## src/rtl/tcfg_pkg.sv

```systemverilog
package tcfg_pkg;
  localparam int IMG_BYTES  = 64;
  localparam int BEAT_BYTES = 8;
  localparam int BEAT_W     = BEAT_BYTES * 8;
  localparam int N_BEATS    = IMG_BYTES / BEAT_BYTES;
  localparam int PAL_BYTE   = 0;
  localparam int COLB_BYTE  = 16;
  localparam int ROWS_BYTE  = 48;

  typedef enum logic [7:0] {
    PAL_INIT  = 8'd0,
    PAL_TILES = 8'd1
  } pal_e;

  // true for bytes that carry a palette or shape field for nt tiles
  function automatic logic is_field(int b, int nt);
    return (b == PAL_BYTE) ||
           (b >= COLB_BYTE && b < COLB_BYTE + 2 * nt) ||
           (b >= ROWS_BYTE && b < ROWS_BYTE + nt);
  endfunction
endpackage

```

## src/rtl/tcfg_stage.sv

```systemverilog
module tcfg_stage
  import tcfg_pkg::*;
#(
  parameter int DW = 64,
  parameter int NB = 8
) (
  input  logic                   clk,
  input  logic                   rst_n,
  input  logic                   ld_valid,
  input  logic [$clog2(NB)-1:0]  ld_beat,
  input  logic [DW-1:0]          ld_data,
  input  logic                   abort,
  output logic [NB*DW-1:0]       img,
  output logic                   commit,
  output logic                   seq_err
);
  localparam int BW = $clog2(NB);

  logic [BW-1:0] cnt_q, cnt_d;
  logic          hit;

  always_comb begin
    hit     = ld_valid && !abort && (ld_beat == cnt_q);
    commit  = hit && (cnt_q == BW'(NB - 1));
    seq_err = ld_valid && !abort && !hit;
    cnt_d   = cnt_q;
    if (abort || seq_err || commit) cnt_d = '0;
    else if (hit)                   cnt_d = cnt_q + BW'(1);
  end

  always_ff @(posedge clk or negedge rst_n) begin
    if (!rst_n) cnt_q <= '0;
    else        cnt_q <= cnt_d;
  end

  // beats 0..NB-2 are held; the last beat is used straight from the input
  for (genvar b = 0; b < NB - 1; b++) begin : g_beat
    logic [DW-1:0] stg_q;
    logic          we;
    assign we = hit && (cnt_q == BW'(b));
    always_ff @(posedge clk) begin
      if (we) stg_q <= ld_data;
    end
    assign img[b*DW +: DW] = stg_q;
  end
  assign img[(NB-1)*DW +: DW] = ld_data;
endmodule

```

## src/rtl/tcfg_decode.sv

```systemverilog
module tcfg_decode
  import tcfg_pkg::*;
#(
  parameter int NT       = 8,
  parameter int MAX_ROWS = 16,
  parameter int MAX_COLB = 64,
  parameter int RW       = 5,
  parameter int CW       = 7
) (
  input  logic [IMG_BYTES*8-1:0] img,
  output logic                   ok,
  output logic                   pal_sel,
  output logic [NT*RW-1:0]       rows_n,
  output logic [NT*CW-1:0]       colb_n
);
  logic [7:0]  pal;
  logic        res_bad, over;
  logic [7:0]  r;
  logic [15:0] c;

  always_comb begin
    pal     = img[8*PAL_BYTE +: 8];
    res_bad = 1'b0;
    over    = 1'b0;
    rows_n  = '0;
    colb_n  = '0;
    r       = '0;
    c       = '0;
    for (int b = 0; b < IMG_BYTES; b++) begin
      if (!is_field(b, NT) && (img[8*b +: 8] != 8'd0)) res_bad = 1'b1;
    end
    for (int t = 0; t < NT; t++) begin
      r = img[8*(ROWS_BYTE + t) +: 8];
      c = img[8*(COLB_BYTE + 2*t) +: 16];
      if ((r > 8'(MAX_ROWS)) || (c > 16'(MAX_COLB))) over = 1'b1;
      rows_n[t*RW +: RW] = r[RW-1:0];
      colb_n[t*CW +: CW] = c[CW-1:0];
    end
    pal_sel = (pal == PAL_TILES);
    ok      = (pal == PAL_INIT) || (pal_sel && !res_bad && !over);
    if (!pal_sel) begin
      rows_n = '0;
      colb_n = '0;
    end
  end
endmodule

```

## src/rtl/tile_cfg_ctrl.sv

```systemverilog
module tile_cfg_ctrl
  import tcfg_pkg::*;
#(
  parameter int NUM_TILES = 8,
  parameter int MAX_ROWS  = 16,
  parameter int MAX_COLB  = 64
) (
  input  logic                       clk,
  input  logic                       rst_n,
  input  logic                       ld_valid,
  input  logic [$clog2(N_BEATS)-1:0] ld_beat,
  input  logic [BEAT_W-1:0]          ld_data,
  input  logic                       rel_req,
  input  logic [$clog2(N_BEATS)-1:0] st_beat,
  output logic [BEAT_W-1:0]          st_data,
  output logic                       ld_done,
  output logic                       ld_err,
  output logic [7:0]                 palette,
  output logic [NUM_TILES-1:0]       tile_valid,
  output logic [NUM_TILES*8-1:0]     tile_rows,
  output logic [NUM_TILES*16-1:0]    tile_colb
);
  localparam int RW    = $clog2(MAX_ROWS + 1);
  localparam int CW    = $clog2(MAX_COLB + 1);
  localparam int IMG_W = IMG_BYTES * 8;

  // reset: asserted asynchronously, released on the clock
  logic [1:0] rsync_q;
  logic       rst_core_n;
  always_ff @(posedge clk or negedge rst_n) begin
    if (!rst_n) rsync_q <= 2'b00;
    else        rsync_q <= {rsync_q[0], 1'b1};
  end
  assign rst_core_n = rsync_q[1];

  logic [IMG_W-1:0]        new_img;
  logic                    commit, seq_err, img_ok, pal_sel;
  logic [NUM_TILES*RW-1:0] rows_n;
  logic [NUM_TILES*CW-1:0] colb_n;

  tcfg_stage #(.DW(BEAT_W), .NB(N_BEATS)) u_stage (
    .clk     (clk),
    .rst_n   (rst_core_n),
    .ld_valid(ld_valid),
    .ld_beat (ld_beat),
    .ld_data (ld_data),
    .abort   (rel_req),
    .img     (new_img),
    .commit  (commit),
    .seq_err (seq_err)
  );

  tcfg_decode #(
    .NT(NUM_TILES), .MAX_ROWS(MAX_ROWS), .MAX_COLB(MAX_COLB), .RW(RW), .CW(CW)
  ) u_decode (
    .img    (new_img),
    .ok     (img_ok),
    .pal_sel(pal_sel),
    .rows_n (rows_n),
    .colb_n (colb_n)
  );

  // live configuration
  logic                    pal_q, pal_d;
  logic [NUM_TILES*RW-1:0] rows_q, rows_d;
  logic [NUM_TILES*CW-1:0] colb_q, colb_d;
  logic                    cfg_we, done_q, done_d, err_q, err_d;

  always_comb begin
    cfg_we = rel_req || (commit && img_ok);
    pal_d  = rel_req ? 1'b0 : pal_sel;
    rows_d = rel_req ? '0   : rows_n;
    colb_d = rel_req ? '0   : colb_n;
    done_d = commit && img_ok;
    err_d  = seq_err || (commit && !img_ok);
  end

  always_ff @(posedge clk or negedge rst_core_n) begin
    if (!rst_core_n) begin
      pal_q  <= 1'b0;
      rows_q <= '0;
      colb_q <= '0;
      done_q <= 1'b0;
      err_q  <= 1'b0;
    end else begin
      if (cfg_we) begin
        pal_q  <= pal_d;
        rows_q <= rows_d;
        colb_q <= colb_d;
      end
      done_q <= done_d;
      err_q  <= err_d;
    end
  end

  assign ld_done = done_q;
  assign ld_err  = err_q;
  assign palette = pal_q ? PAL_TILES : PAL_INIT;

  for (genvar t = 0; t < NUM_TILES; t++) begin : g_tile
    assign tile_rows[8*t +: 8]   = 8'(rows_q[t*RW +: RW]);
    assign tile_colb[16*t +: 16] = 16'(colb_q[t*CW +: CW]);
    assign tile_valid[t] = (|rows_q[t*RW +: RW]) && (|colb_q[t*CW +: CW]);
  end

  // read-back image rebuilt from the live fields
  logic [IMG_W-1:0] img_rd;
  always_comb begin
    img_rd = '0;
    img_rd[8*PAL_BYTE +: 8] = palette;
    for (int t = 0; t < NUM_TILES; t++) begin
      img_rd[8*(COLB_BYTE + 2*t) +: 16] = tile_colb[16*t +: 16];
      img_rd[8*(ROWS_BYTE + t) +: 8]    = tile_rows[8*t +: 8];
    end
  end
  assign st_data = img_rd[st_beat*BEAT_W +: BEAT_W];
endmodule

```

## config.mk

```make
export PLATFORM = sky130hd
export DESIGN_NAME = tile_cfg_ctrl
export DESIGN_NICKNAME = d
export VERILOG_FILES = /design/src/rtl/tcfg_pkg.sv /design/src/rtl/tcfg_stage.sv /design/src/rtl/tcfg_decode.sv /design/src/rtl/tile_cfg_ctrl.sv
export SDC_FILE = /design/constraint.sdc
export NUM_CORES = 1
export LEC_CHECK = 0
export ABC_AREA = 1
export BUFFER_PORTS_ARGS = -buffer_cell sky130_fd_sc_hd__buf_2
export CORE_MARGIN = 5
export CORE_UTILIZATION = 60
export DETAILED_ROUTE_END_ITERATION = 7
export PLACE_DENSITY = 0.94
export SLEW_MARGIN = 10
export SYNTH_ARGS = -nofsm -noshare
export SYNTH_HDL_FRONTEND = slang
export SYNTH_SLANG_ARGS = --single-unit
```

## constraint.sdc

```tcl
create_clock -name clk -period 6.65 [get_ports clk]
set_clock_uncertainty 0.1 [all_clocks]
set_input_delay 1.33 -clock clk [delete_from_list [all_inputs] [get_ports clk]]
set_output_delay 1.33 -clock clk [all_outputs]
set_load 0.02 [all_outputs]
```

==> run metrics <==
status complete, no violations; root buffer selected by CTS clkbuf_16; post-cts hold buffer count 0; Cell Int Power roughly 5.4 mW; clk_lat worst skew between 500 and 600 ps; full die area around 0.040 mm²; post-CTS sizing 0; # nets final ~2100; Synthesis Warnings 0; placed cell area 0.0231 mm²; gr ovfl total 0; Hold Vio Cnt, Final 0; worst-path maximum fanout 29; clock share of power a little over two fifths; core area 0.0363 mm²; setup violators final 0; Synth top area share between 60% and 70%; area grow syn2layout 12.8%; Pwr Total 6.84 mW; clk buf depth 3; synthesized netlist cell count 1788; fin crit period around 4800 ps; leak pwr just under 10 nW; antenna violations before repair 5; Avg Cell Area, Syn 12.2 µm²; sequential share of the synthesized area between 70% and 80%; Worst slew margin ~16%; post-synth top area cell edfxtp_1; TritonCTS clock tree done; WS Path Type primary input to primary output; PD cells 277 mW/mm²; initial drt markers around 2000; IO buf count ~230; Die W 201 µm; H-tree depth 2; hpwl dp about 40000 µm; Worst EP required about 5200 ps; total track usage a little under 30%; CP Capture Type primary output; Yosys reg bits ~550; Placer Congestion around 0.9; share of cells above drive strength 1 between 15 and 20%; largest net degree at the start of global routing 99; period utilization between 70 and 80%; critical path startpoint category primary input; CTS Sinks ~550; reg2reg start u_stage.g_beat[0].stg_q[57]; FP Rows 70; DR vias around 15000; vias in the first global route approximately 15000; MaxCap Viol Count 0; Hold WS roughly 160 ps; Unique masters post-synth 32; Switch Pwr 1.41 mW; post-route design area between 0.02 and 0.025 mm²; Initial Utilization between 60% and 70%; CTS Buf Count 49; final setup margin between 1500 and 2000 ps; via density per instance between 5 and 6; top post-synthesis cells by area edfxtp_1, dfrtp_1, nor2_1; crit path DAT around 3400 ps; dpl ws about 1700 ps; drt drc 0; Worst VDD drop between 0.2 and 0.25 mV; Post-CTS Setup Inserts 0; count of pins over their slew limit 0; WL per Instance ~24 µm; IO Count about 350; Die H ~200 µm; drt total wl around 60000 µm; setup TNS 0 ps; clk slew on worst S/H paths roughly 60 ps; Hold WC Path Type flop to asynchronous set/reset pin; Flop pwr share between 50% and 60%; synthesized cell area around 0.022 mm²; Antenna Nets Post-Route 0; Reg2Reg Depth 12; fmax between 200 and 250 MHz; RSZ-0062 raised after global routing false; Logic pwr share between 3 and 4%; Least-Margin Pin Slew about 1200 ps; worst setup path start st_beat[0]; first-pass GRT wire length ~90000 µm; drt pass-1 iters 6; switching part of the total power just over 20%
==> flip-flops by register name, summed over array words and instances, names as in the netlist <==
signal and cells:
u_stage.cnt_q 3, ld_err 1, u_stage.g_beat.stg_q 448, ld_done 1, rsync_q 2, rows_q 40
colb_q 56, pal_q 1
==> metal layers <==
metal | up-vias | part of all wire (%) | GRT usage (%)
li1 | 6438 | - | -
met1 | 7322 | 35 | 36.9
met2 | 1212 | 49 | 48.9
met3 | 183 | 11 | 5.15
met4 | 2 | 5.2 | 13.3
met5 | - | 0.020 | 0
==> path summary, 6_finish.rpt <==
| kind | to | slack, ps |
|---|---|---|
| max | st_data[60] | 1850 |
| min | rows_q[3] | 160 |
| max reg2reg | rows_q[24] | 2440 |
| min reg2reg | rows_q[3] | 160 |
| max in group asynchronous | rows_q[29] | 4960 |
| min in group clk | rsync_q[1] | 260 |
==> synth_stat cells <==
library cell / count
ha_1: 6
a21boi_0: 1
or2_2: 1
dfrtp_1: 104
inv_1: 61
nand3_1: 110
or2_1: 4
nand2_1: 311
a21oi_1: 20
buf_6: 4
conb_1: 2
buf_1: 11
buf_4: 122
o21bai_1: 1
nor3b_2: 1
a32oi_1: 4
o41ai_1: 1
nor3_2: 1
o21ai_0: 16
a22o_1: 15
clkbuf_1: 37
nor4_1: 13
buf_2: 11
nand4_1: 98
o21ai_1: 3
xnor2_1: 2
a22oi_1: 4
inv_2: 2
nor2_1: 353
edfxtp_1: 448
nand2_2: 1
nor3_1: 20
==> cell type report <==
type,count,area [µm²]
clock inverters,30,310
well taps,468,586
fillers,2295,11600
flip-flops and latches,552,16100
diodes,4,10.0
multi-input cells,1106,4920
repair buffers,245,1270
clock buffers,61,1320
inverters,63,236
==> placed cells by master, fill, tap and decap left out, types with 15 or more instances in the layout <==
cell,Yosys,layout
edfxtp_1,448,448
nor2_1,353,352
nand2_1,311,311
buf_2,11,228
conb_1,2,120
nand3_1,110,110
dfrtp_1,104,103
nand4_1,98,98
inv_1,61,61
clkbuf_16,0,50
a21oi_1,20,20
buf_4,122,17
o21ai_0,16,16
a22o_1,15,15
==> critical path, stage by stage <==
cell     delay, ps
buf_2          280
nor2_1         170
buf_4          260
nand2_1        710
nor2_1         360
buf_2          230
==> cells by family after synthesis <==
kind of cell	synth area share, %
and+or+nand+nor	17.8
DFF	73.3
buffers and inverters	6.54
AOI/OAI and AO/OA	1.90
adders and majority gates	0.343
xor gates and xnor gates	0.0800
other	0.0343
==> stage by stage <==
step	cells	utilization [%]
2_1_floorplan	1906	-
3_3_place_gp	2434	63.5
3_5_place_dp	2434	63.5
4_1_cts	2525	68.0
5_1_grt	2529	68.0
6_report	2529	68.0
==> power by group through the flow <==
stage / Clock [mW] / Sequential, mW / Combinational, mW
finish: 2.87 / 3.75 / 0.218
global route: 3.05 / 3.75 / 0.232
CTS: 2.88 / 3.75 / 0.213
detailed placement: 0 / 3.82 / 0.211
global placement: 0 / 3.82 / 0.207
floorplan: 0 / 3.83 / 0.160
No activity file was read; power rests on OpenSTA's default activity.
